`config.mk`:
```
export PLATFORM = sky130hd
export DESIGN_NAME = pp_unlock_detect
export DESIGN_NICKNAME = d
export VERILOG_FILES = /design/src/rtl/pp_unlock_pkg.sv /design/src/rtl/pp_change_det.sv /design/src/rtl/pp_seq_match.sv /design/src/rtl/pp_link_reg.sv /design/src/rtl/pp_unlock_detect.sv
export SDC_FILE = /design/constraint.sdc
export NUM_CORES = 1
export LEC_CHECK = 0
export BUFFER_PORTS_ARGS = -buffer_cell sky130_fd_sc_hd__clkbuf_2
export CORE_MARGIN = 8
export CORE_UTILIZATION = 55
export CTS_CLUSTER_SIZE = 10
export DETAILED_ROUTE_END_ITERATION = 10
export PLACE_DENSITY_LB_ADDON = 0.25
export SKIP_CTS_REPAIR_TIMING = 1
export SLEW_MARGIN = 20
export SYNTH_ARGS = -nofsm -noshare
export SYNTH_HDL_FRONTEND = slang
export SYNTH_HIERARCHICAL = 1
export SYNTH_SLANG_ARGS = --single-unit
export TNS_END_PERCENT = 5
```
`constraint.sdc`:
```
create_clock -name clk -period 4.7 [get_ports clk]
set_input_delay 0.235 -clock clk [delete_from_list [all_inputs] [get_ports clk]]
set_output_delay 0.235 -clock clk [all_outputs]
set_load 0.01 [all_outputs]
```
`src/rtl/pp_unlock_pkg.sv`:
```
package pp_unlock_pkg;

  localparam int BYTE_W  = 8;
  localparam int CTRL_W  = 4;
  localparam int NIB_W   = 4;
  localparam int RUN_LEN = 7;
  localparam int IDX_W   = $clog2(RUN_LEN + 1);

  // Matcher steps: M0..M7 count bytes of the run already matched.
  // CA/CB/CC are the three phases of the command strobe.
  typedef enum logic [3:0] {
    ST_M0 = 4'd0, ST_M1 = 4'd1, ST_M2 = 4'd2, ST_M3 = 4'd3,
    ST_M4 = 4'd4, ST_M5 = 4'd5, ST_M6 = 4'd6, ST_M7 = 4'd7,
    ST_CA = 4'd8, ST_CB = 4'd9, ST_CC = 4'd10
  } step_t;

  localparam logic [BYTE_W-1:0] LEAD_BYTE  = 8'hFE;
  localparam logic [BYTE_W-1:0] CMD_LINK   = 8'h20;
  localparam logic [BYTE_W-1:0] CMD_UNLINK = 8'h30;
  localparam logic [CTRL_W-1:0] CTRL_REST  = 4'h4;
  localparam logic [CTRL_W-1:0] CTRL_PULSE = 4'h5;

  localparam logic [NIB_W-1:0] NIB_NONE = 4'h0;
  localparam logic [NIB_W-1:0] NIB_HI   = 4'hB;
  localparam logic [NIB_W-1:0] NIB_MID  = 4'h5;
  localparam logic [NIB_W-1:0] NIB_LO   = 4'hF;

  // Expected byte for run position idx (0 = first byte)
  function automatic logic [BYTE_W-1:0] run_byte(input logic [IDX_W-1:0] idx);
    case (idx)
      3'd0:    run_byte = 8'hFE;
      3'd1:    run_byte = 8'hAA;
      3'd2:    run_byte = 8'h55;
      3'd3:    run_byte = 8'h00;
      3'd4:    run_byte = 8'hFF;
      3'd5:    run_byte = 8'h87;
      default: run_byte = 8'h78;
    endcase
  endfunction

endpackage

```
`src/rtl/pp_change_det.sv`:
```
module pp_change_det #(
  parameter int W = 8
) (
  input  logic         clk,
  input  logic         rst_n,
  input  logic [W-1:0] din,
  output logic         new_byte
);

  logic [W-1:0] last_q;
  logic [W-1:0] last_d;
  logic         last_en;

  assign new_byte = (din != last_q);
  assign last_en  = new_byte;
  assign last_d   = din;

  always_ff @(posedge clk or negedge rst_n) begin
    if (!rst_n) begin
      last_q <= '0;
    end else if (last_en) begin
      last_q <= last_d;
    end
  end

  AST_HELD_ONCE: assert property (@(posedge clk) disable iff (!rst_n)
    new_byte |=> (!new_byte || !$stable(din)));

endmodule

```
`src/rtl/pp_seq_match.sv`:
```
module pp_seq_match
  import pp_unlock_pkg::*;
(
  input  logic              clk,
  input  logic              rst_n,
  input  logic              new_byte,
  input  logic [BYTE_W-1:0] din,
  input  logic [CTRL_W-1:0] ctrl,
  output step_t             step,
  output logic              fire,
  output logic [BYTE_W-1:0] cmd
);

  step_t             step_q, step_d;
  logic [BYTE_W-1:0] cmd_q, cmd_d;
  logic              cmd_en;
  logic              in_run;
  step_t             restart;

  assign in_run  = (step_q < ST_M7);
  assign restart = (din == LEAD_BYTE) ? ST_M1 : ST_M0;

  always_comb begin
    step_d = step_q;
    cmd_d  = cmd_q;
    cmd_en = 1'b0;
    fire   = 1'b0;
    if (in_run) begin
      if (new_byte) begin
        if (din == run_byte(step_q[IDX_W-1:0])) step_d = step_t'(step_q + 4'd1);
        else                                     step_d = restart;
      end
    end else if (step_q == ST_M7) begin
      if (new_byte) begin
        cmd_d  = din;
        cmd_en = 1'b1;
        step_d = ST_CA;
      end
    end else if (new_byte) begin
      step_d = restart;
    end else begin
      case (step_q)
        ST_CA: if (ctrl == CTRL_REST)  step_d = ST_CB;
        ST_CB: if (ctrl == CTRL_PULSE) step_d = ST_CC;
        ST_CC: if (ctrl == CTRL_REST) begin
                 step_d = ST_M0;
                 fire   = 1'b1;
               end
        default: step_d = ST_M0;
      endcase
    end
  end

  always_ff @(posedge clk or negedge rst_n) begin
    if (!rst_n) begin
      step_q <= ST_M0;
      cmd_q  <= '0;
    end else begin
      step_q <= step_d;
      if (cmd_en) cmd_q <= cmd_d;
    end
  end

  assign step = step_q;
  assign cmd  = cmd_q;

  AST_CMD_LATCH: assert property (@(posedge clk) disable iff (!rst_n)
    (step_q == ST_M7 && new_byte) |=> (step_q == ST_CA && cmd_q == $past(din)));

  AST_ABORT_STROBE: assert property (@(posedge clk) disable iff (!rst_n)
    (step_q >= ST_CA && new_byte) |=> (step_q <= ST_M1));

  AST_HOLD_NO_MOVE: assert property (@(posedge clk) disable iff (!rst_n)
    (in_run && !new_byte) |=> $stable(step_q));

endmodule

```
`src/rtl/pp_link_reg.sv`:
```
module pp_link_reg
  import pp_unlock_pkg::*;
(
  input  logic              clk,
  input  logic              rst_n,
  input  logic              fire,
  input  logic [BYTE_W-1:0] cmd,
  output logic              linked,
  output logic              unlinked
);

  logic link_q, link_d, link_en;
  logic unl_q, unl_d;

  always_comb begin
    link_en = fire && (cmd == CMD_LINK || cmd == CMD_UNLINK);
    link_d  = (cmd == CMD_LINK);
    unl_d   = fire && (cmd == CMD_UNLINK);
  end

  always_ff @(posedge clk or negedge rst_n) begin
    if (!rst_n) begin
      link_q <= 1'b0;
      unl_q  <= 1'b0;
    end else begin
      if (link_en) link_q <= link_d;
      unl_q <= unl_d;
    end
  end

  assign linked   = link_q;
  assign unlinked = unl_q;

  AST_LINK_SET: assert property (@(posedge clk) disable iff (!rst_n)
    (fire && cmd == CMD_LINK) |=> linked);

  AST_UNLINK_CLEAR: assert property (@(posedge clk) disable iff (!rst_n)
    unlinked |-> !linked);

  AST_UNLINK_SINGLE: assert property (@(posedge clk) disable iff (!rst_n)
    unlinked |=> !unlinked);

  AST_OTHER_HOLDS: assert property (@(posedge clk) disable iff (!rst_n)
    (!fire || (cmd != CMD_LINK && cmd != CMD_UNLINK)) |=> ($stable(linked) && !unlinked));

endmodule

```
`src/rtl/pp_unlock_detect.sv`:
```
module pp_unlock_detect
  import pp_unlock_pkg::*;
(
  input  logic              clk,
  input  logic              rst_n,
  input  logic [BYTE_W-1:0] pdata,
  input  logic [CTRL_W-1:0] pctrl,
  output logic [NIB_W-1:0]  id_nib,
  output logic              linked,
  output logic              unlinked
);

  logic              new_byte;
  step_t             step;
  logic              fire;
  logic [BYTE_W-1:0] cmd;

  pp_change_det #(.W(BYTE_W)) u_chg (
    .clk      (clk),
    .rst_n    (rst_n),
    .din      (pdata),
    .new_byte (new_byte)
  );

  pp_seq_match u_match (
    .clk      (clk),
    .rst_n    (rst_n),
    .new_byte (new_byte),
    .din      (pdata),
    .ctrl     (pctrl),
    .step     (step),
    .fire     (fire),
    .cmd      (cmd)
  );

  pp_link_reg u_link (
    .clk      (clk),
    .rst_n    (rst_n),
    .fire     (fire),
    .cmd      (cmd),
    .linked   (linked),
    .unlinked (unlinked)
  );

  always_comb begin
    case (step)
      ST_M5:   id_nib = NIB_HI;
      ST_M6:   id_nib = NIB_MID;
      ST_CC:   id_nib = NIB_LO;
      default: id_nib = NIB_NONE;
    endcase
  end

  AST_NIB_LEGAL: assert property (@(posedge clk) disable iff (!rst_n)
    (id_nib == NIB_NONE || id_nib == NIB_HI || id_nib == NIB_MID || id_nib == NIB_LO));

  AST_LO_AFTER_PULSE: assert property (@(posedge clk) disable iff (!rst_n)
    $rose(id_nib == NIB_LO) |-> ($past(pctrl) == CTRL_PULSE));

  AST_HI_AFTER_FF: assert property (@(posedge clk) disable iff (!rst_n)
    $rose(id_nib == NIB_HI) |-> ($past(pdata) == 8'hFF));

endmodule

```
==> flow_metrics.py, run 1 <==
metrics = {
    "yosys": {
        "netlist_top_cells_area": "dfrtp_1 (37%), mux2_2 (6.1%), xor2_1 (5.4%)",
        "yosysMostFrequentCell": "dfrtp_1",
        "yosysSeqAreaShare_pct": 37.4,
        "synth_area_leader_cell": "dfrtp_1",
        "synth_area_um2": 1470,
        "syn_area_per_cell_um2": 10.2,
        "ys_types": 52,
        "yosysWarnings": 6,
        "synth-seq-cells": 22,
        "synth_cells": 144,
        "synthArstFlopShare_pct": 100,
        "synth-edff-count": 0,
        "netlist_top_cells_count": "dfrtp_1 (22), nor2_1 (10), xor2_1 (9)",
        "syn_nets": 162,
        "ys.flop_type": "dfrtp_1",
        "netlist.area_leader.share_pct": 37.4,
    },
    "sta": {
        "fin_skew_ns": 0.00460,
        "fin_crit_ns": 2.44,
        "setup_viol_count_final": 0,
        "slew_violations": 0,
        "max-slew-margin-rel_pct": 63.4,
        "post-route-period-util_pct": 51.8,
        "final_hold_viol_count": 0,
        "max_freq_mhz": 411,
        "worst_pin_slew_ns": 0.549,
        "grt_setup_unrepaired": "no",
        "finalSetupTns_ns": 0,
    },
    "global_route": {
        "grt_util_met2_pct": 26.9,
        "grtUsageTotal_pct": 14.7,
        "grt_pass1_vias": 1120,
        "busiest_layer": "met2",
        "use_met3_pct": 3.97,
        "antenna_found_initial": 0,
        "grt_start_max_net_pins": 23,
        "grtUsageMet1_pct": 17.0,
        "gr-total-overflow": 0,
        "grt_pass1_wl_um": 5240,
    },
    "run": {
        "maxCapViolCount": 0,
    },
    "die": {
        "fp.dieH_um": 67.7,
        "dieArea_um2": 4590,
        "row_count": 18,
        "start_util_pct": 58.9,
        "core_um2": 2500,
        "die_w_um": 67.7,
        "ioPinCount": 20,
    },
    "place": {
        "placed_cells": 180,
        "hpwl_um": 2310,
        "port_buffers": 19,
        "gp_congestion": 0.895,
    },
    "cells_and_area": {
        "final_cells": 185,
        "fillers": 204,
        "nNetsFinal": 174,
        "syn2layout_area_growth_pct": 7.90,
        "antennaDiodeCount": 0,
        "drive_above_1_share_pct": 31.0,
    },
    "critical_path": {
        "critical_path_required_ns": 4.91,
        "worstPathBufferInverterCount": 1,
        "critPathMaxFanout": 16,
        "cp.arrival_ns": 2.65,
        "crit_chain": "inv_1, ha_1, or2b_1, a211oi_2, nor2_1, and4_1, a221o_1",
        "cp-start-kind": "register",
        "cp-end-kind": "register",
        "max_stage_delay_ns": 0.70,
        "rrSetupSlack_ns": 2.26,
        "crit_type": "reg -> reg",
        "worst_path_max_delay_cell": "dfrtp_1",
        "cpLargestDelayFamily": "flip-flops",
    },
    "clock_network": {
        "numCtsBuffers": 3,
        "clockBufferDepth": 2,
        "h-tree-depth": 1,
        "path_clk_slew_ns": 0.12,
        "clk_latency_ns": 0.31,
        "cts_tree": "done",
        "cts.sinks": 22,
        "root_buffer": "clkbuf_4",
    },
    "detailed_routing": {
        "ant_nets": 0,
        "routed_via_density": 5.98,
        "dr_total_vias": 1106,
        "drc_errors": 0,
        "routedWlPerCell_um": 16.9,
        "routed_wl_um": 3120,
        "initialDrtViolationCount": 52,
        "dr.pass1.iters": 4,
    },
    "outcome": {
        "status": "complete, no violations",
    },
    "pwr": {
        "peakVddDrop_uv": 230,
        "leakagePower_nw": 0.706,
        "power_density_nw_per_um2": 234,
    },
    "min_path": {
        "hp-class": "in -> reg",
    },
}
[path summary, 6_finish.rpt]
check / start / end / depth (start not counted)
max in group asynchronous: rst_n / u_link/linked$_DFFE_PN0P_ / 2
hold reg to reg: u_link/linked$_DFFE_PN0P_ / u_link/linked$_DFFE_PN0P_ / 1
setup / recovery: u_match/step[1]$_DFFE_PN0P_ / u_match/step[0]$_DFFE_PN0P_ / 7
setup reg to reg: u_match/step[1]$_DFFE_PN0P_ / u_match/step[0]$_DFFE_PN0P_ / 7
hold / removal: pdata[0] / u_chg/last_q[0]$_DFFE_PN0P_ / 1
min in group asynchronous: rst_n / u_chg/last_q[1]$_DFFE_PN0P_ / 2
[power breakdown]
group	internal, W	leakage [nW]	switching, W
registers	0.000193	0.289	0.00000174
clock network	0.0000863	0.0279	0.0000588
logic	0.0000118	0.389	0.0000197
total	0.000291	0.706	0.0000802
[worst register-to-register path, cell delays in order, from the launching register on]
cell and delay, ns:
dfrtp_1 0.70, inv_1 0.17, ha_1 0.31, or2b_1 0.27
a211oi_2 0.28, nor2_1 0.09, and4_1 0.21, a221o_1 0.31
[layout make-up]
| class | count | area, um^2 | share of cell area, % |
|---|---|---|---|
| flip-flops and latches | 22 | 551 | 34.6 |
| multi-input cells | 103 | 821 | 51.7 |
| repair buffers | 20 | 105 | 6.61 |
| inverters | 6 | 22.5 | 1.42 |
| well taps | 30 | 37.5 | 2.36 |
| clock inverters | 1 | 30.0 | 1.89 |
| clock buffers | 3 | 22.5 | 1.42 |
[layout by cell type, fill, tap and decap left out, drive strengths merged, types with 2 or more instances in the layout]
cell | synthesis | final
o211ai | 2 | 2
nand2 | 9 | 9
nand3 | 4 | 4
inv | 6 | 6
and4 | 2 | 2
mux2 | 10 | 10
xor2 | 9 | 9
nand2b | 2 | 2
ha | 4 | 4
nor2 | 10 | 10
o21ai | 7 | 7
nor2b | 2 | 2
nor4b | 5 | 5
nor3 | 2 | 2
nor3b | 2 | 2
clkbuf | 9 | 22
nor4 | 2 | 2
dfrtp | 22 | 22
a211oi | 3 | 3
a21oi | 6 | 6
o22ai | 2 | 2
nand4 | 2 | 2
[logic make-up (layout without fill, tap and decap cells)]
family / after synthesis / after routing / synth area share (%)
AND/OR/NAND/NOR: 53 / 53 / 24.3
AO/OA/AOI/OAI: 25 / 25 / 13.3
flip-flops: 22 / 22 / 37.4
buffers and inverters: 19 / 30 / 6.88
multiplexers: 11 / 11 / 8.84
XOR/XNOR: 10 / 10 / 5.95
adder cells (fa/ha/maj): 4 / 4 / 3.40
[metrics by stage]
stage          hold WS [ns]  utilization [%]  power [W]  worst slack (ns)  instance area, um^2
2_1_floorplan       -0.0606                -   0.000213              2.62                 1470
3_3_place_gp          0.227             61.1   0.000228              2.27                 1530
3_5_place_dp          0.240             61.1   0.000229              2.28                 1530
4_1_cts              -0.113             63.2   0.000375              2.30                 1580
5_1_grt              0.0971             63.6   0.000384              2.12                 1590
6_report              0.112             63.6   0.000371              2.26                 1590
[layer usage]
| layer | up-vias | wire [um] |
|---|---|---|
| met3 | 0 | 156 |
| met4 | 0 | 0 |
| li1 | 539 | - |
| met5 | - | 0 |
| met2 | 26 | 1660 |
| met1 | 541 | 1310 |
[registers in the layout, indices dropped and copies added, names as in the netlist]
register         cells
u_link/unlinked      1
u_match/step         4
u_link/linked        1
u_match/cmd          8
u_chg/last_q         8
Power figures use the tool's default switching activity.
==> run 2, diff against run 1 <==
--- a/config.mk
+++ b/config.mk
@@ -5,9 +5,10 @@
 export SDC_FILE = /design/constraint.sdc
 export NUM_CORES = 1
 export LEC_CHECK = 0
+export ABC_AREA = 1
 export BUFFER_PORTS_ARGS = -buffer_cell sky130_fd_sc_hd__clkbuf_2
 export CORE_MARGIN = 8
-export CORE_UTILIZATION = 55
+export CORE_UTILIZATION = 51
 export CTS_CLUSTER_SIZE = 10
 export DETAILED_ROUTE_END_ITERATION = 10
 export PLACE_DENSITY_LB_ADDON = 0.25
==> constraint.sdc (replaced) <==
create_clock -name clk -period 2.1 [get_ports clk]
set_input_delay 0.105 -clock clk [delete_from_list [all_inputs] [get_ports clk]]
set_output_delay 0.105 -clock clk [all_outputs]
set_load 0.01 [all_outputs]
==> run 2 against run 1 <==
Combinational power grew to 2.8 times the previous value. Clock skew down 0.00051 ns. Clock power is 130% higher. Die area is 5.6% higher. Critical endpoint is now u_link/linked$_DFFE_PN0P_. Highest routed layer is now met4.
==> flow_metrics.py, run 2 <==
metrics = {
    "cells_and_area": {
        "final_cells": 269,
        "nNetsFinal": 257,
        "drive_above_1_share_pct": 17.2,
        "layout_common_cells": "nand2_1 (65), inv_1 (34), nor2_1 (22), dfrtp_1 (22), clkbuf_2 (19)",
        "syn2layout_area_growth_pct": 17.0,
        "multi_input_area_um2": 729,
        "final_common_cell": "nand2_1",
        "regArea_um2": 551,
        "antennaDiodeCount": 0,
        "fillers": 266,
    },
    "die": {
        "ioPinCount": 20,
        "die_w_um": 69.6,
        "core_um2": 2730,
        "start_util_pct": 53.6,
        "fp.dieH_um": 69.6,
        "row_count": 19,
        "dieArea_um2": 4840,
    },
    "critical_path": {
        "crit_type": "in -> reg",
        "cp-start-kind": "input pin",
        "reg2regPathDepth": 12,
        "r2r_end": "u_match/step[1]$_DFFE_PN0P_",
        "critPathMaxFanout": 6,
        "cp.arrival_ns": 2.05,
        "rrSetupSlack_ns": 0.34,
        "critical_path_required_ns": 2.32,
        "reg2reg_from": "u_match/step[1]$_DFFE_PN0P_",
        "cp-end-kind": "register",
    },
    "clock_network": {
        "root_buffer": "clkbuf_4",
        "cts_tree": "done",
        "clockBufferDepth": 2,
        "cts.sinks": 22,
        "h-tree-depth": 1,
        "path_clk_slew_ns": 0.13,
        "numCtsBuffers": 3,
        "clk_latency_ns": 0.31,
    },
    "yosys": {
        "synth_area_um2": 1470,
        "netlist_top_cells_area": "dfrtp_1 (38%), nand2_1 (17%), inv_1 (8.7%)",
        "yosysSeqAreaShare_pct": 37.6,
        "synth-edff-count": 0,
        "netlist.area_leader.share_pct": 37.6,
        "netlist_top_cells_count": "nand2_1 (65), inv_1 (34), dfrtp_1 (22), nor2_1 (22), nand3_1 (13)",
        "synth_cells": 214,
        "syn_area_per_cell_um2": 6.85,
        "syn_nets": 232,
        "ys.flop_type": "dfrtp_1",
        "synthArstFlopShare_pct": 100,
        "yosysMostFrequentCell": "nand2_1",
        "synth-seq-cells": 22,
        "synth_area_leader_cell": "dfrtp_1",
        "ys_types": 24,
        "yosysWarnings": 6,
    },
    "min_path": {
        "hp-class": "in -> async",
    },
    "outcome": {
        "status": "complete, no violations",
    },
    "pwr": {
        "leakagePower_nw": 0.957,
        "power_density_nw_per_um2": 497,
        "p_sw_share_pct": 22.2,
        "cellInternalPower_w": 0.000663,
        "p_switching_w": 0.000190,
        "pwr-share-seq_pct": 51.1,
        "peakVddDrop_uv": 467,
        "combPwrFrac_pct": 10.3,
        "clkPwrFrac_pct": 38.6,
    },
    "place": {
        "hpwl_um": 2350,
        "placed_cells": 256,
        "gp_congestion": 0.896,
        "port_buffers": 19,
    },
    "detailed_routing": {
        "wl_met2_um": 1610,
        "routed_via_density": 5.01,
        "routed_wl_um": 3280,
        "routedWlPerCell_um": 12.2,
        "wirelength_met1_um": 1390,
        "ant_nets": 0,
        "initialDrtViolationCount": 53,
        "highest_layer": "met4",
        "dr_total_vias": 1348,
        "route.met3.wl_um": 215,
        "dr.pass1.iters": 4,
        "drc_errors": 0,
    },
    "sta": {
        "post-route-period-util_pct": 87.0,
        "max_freq_mhz": 547,
        "fin_skew_ns": 0.00410,
        "finalSetupTns_ns": 0,
        "setup_viol_count_final": 0,
        "slew_violations": 0,
        "max-slew-margin-rel_pct": 63.8,
        "worst_pin_slew_ns": 0.543,
        "grt_setup_unrepaired": "no",
        "fin_crit_ns": 1.83,
        "final_hold_viol_count": 0,
    },
    "global_route": {
        "grt_pass1_vias": 1232,
        "grt_pass1_wl_um": 5280,
        "grt_start_max_net_pins": 23,
        "grtUsageTotal_pct": 12.9,
        "gr-total-overflow": 0,
        "antenna_found_initial": 0,
    },
    "run": {
        "maxCapViolCount": 0,
    },
}
-- run 2: how the worst max path moves through the flow --
stage                                 from                           to  slack [ns]  cells after the start
2_1_floorplan  u_match/step[0]$_DFFE_PN0P_    u_link/linked$_DFFE_PN0P_        0.53                      9
3_3_place_gp   u_match/step[1]$_DFFE_PN0P_  u_match/step[1]$_DFFE_PN0P_        0.44                     12
3_5_place_dp   u_match/step[0]$_DFFE_PN0P_    u_link/linked$_DFFE_PN0P_        0.39                     10
4_1_cts        u_match/step[1]$_DFFE_PN0P_  u_match/step[1]$_DFFE_PN0P_        0.34                     12
5_1_grt                           pdata[5]    u_link/linked$_DFFE_PN0P_        0.11                     15
6_report                          pdata[4]    u_link/linked$_DFFE_PN0P_        0.27                     14
-- run 2: critical path, cell delays in order --
cell	delay, ns
dlygate4sd3_1	0.55
clkbuf_2	0.16
inv_1	0.06
nand2_1	0.05
nand2_1	0.06
nand2_1	0.06
nor2_1	0.10
nand2_1	0.14
nor4_1	0.37
nand2_1	0.10
nor2_1	0.12
nand2_1	0.07
nand2_1	0.06
nand2_1	0.05
-- run 2: stage by stage --
stage	utilization [%]	hold slack [ns]	area (um^2)	total power (W)	worst slack, ns
detailed placement	57.5	0.123	1570	0.000518	0.389
floorplan	-	-0.191	1470	0.000485	0.527
global placement	57.5	0.119	1570	0.000516	0.440
finish	62.7	0.288	1710	0.000853	0.273
global route	62.7	0.320	1710	0.000893	0.105
CTS	59.4	-0.232	1620	0.000848	0.340
-- run 2: cell type report --
| type | count | share of cell area (%) |
|---|---|---|
| Inverter | 38 | 8.32 |
| Multi-Input combinational cell | 144 | 42.6 |
| Sequential cell | 22 | 32.1 |
| Clock inverter | 1 | 1.75 |
| Clock buffer | 3 | 1.31 |
| Tap cell | 31 | 2.26 |
| Timing Repair Buffer | 30 | 11.7 |
-- run 2: power groups by stage --
stage,registers [W],logic (W),clock network [W]
2_1_floorplan,0.000443,0.0000419,0
3_3_place_gp,0.000443,0.0000731,0
3_5_place_dp,0.000444,0.0000739,0
4_1_cts,0.000436,0.0000748,0.000337
5_1_grt,0.000436,0.0000984,0.000358
6_report,0.000436,0.0000878,0.000329
-- run 2: per-layer routing --
| layer | vias to the layer above | track usage (%) |
|---|---|---|
| li1 | 690 | - |
| met1 | 617 | 14.5 |
| met2 | 35 | 22.2 |
| met3 | 6 | 3.72 |
| met4 | 0 | 4.78 |
| met5 | - | 0 |
-- run 2: cell families after synthesis --
logic type | after synthesis | synth area share (%)
multiplexers | 3 | 2.31
AO/OA/AOI/OAI | 12 | 4.10
XOR/XNOR | 5 | 2.99
buffers and inverters | 48 | 12.6
flip-flops | 22 | 37.6
AND/OR/NAND/NOR | 120 | 37.0
adder cells (fa/ha/maj) | 4 | 3.42
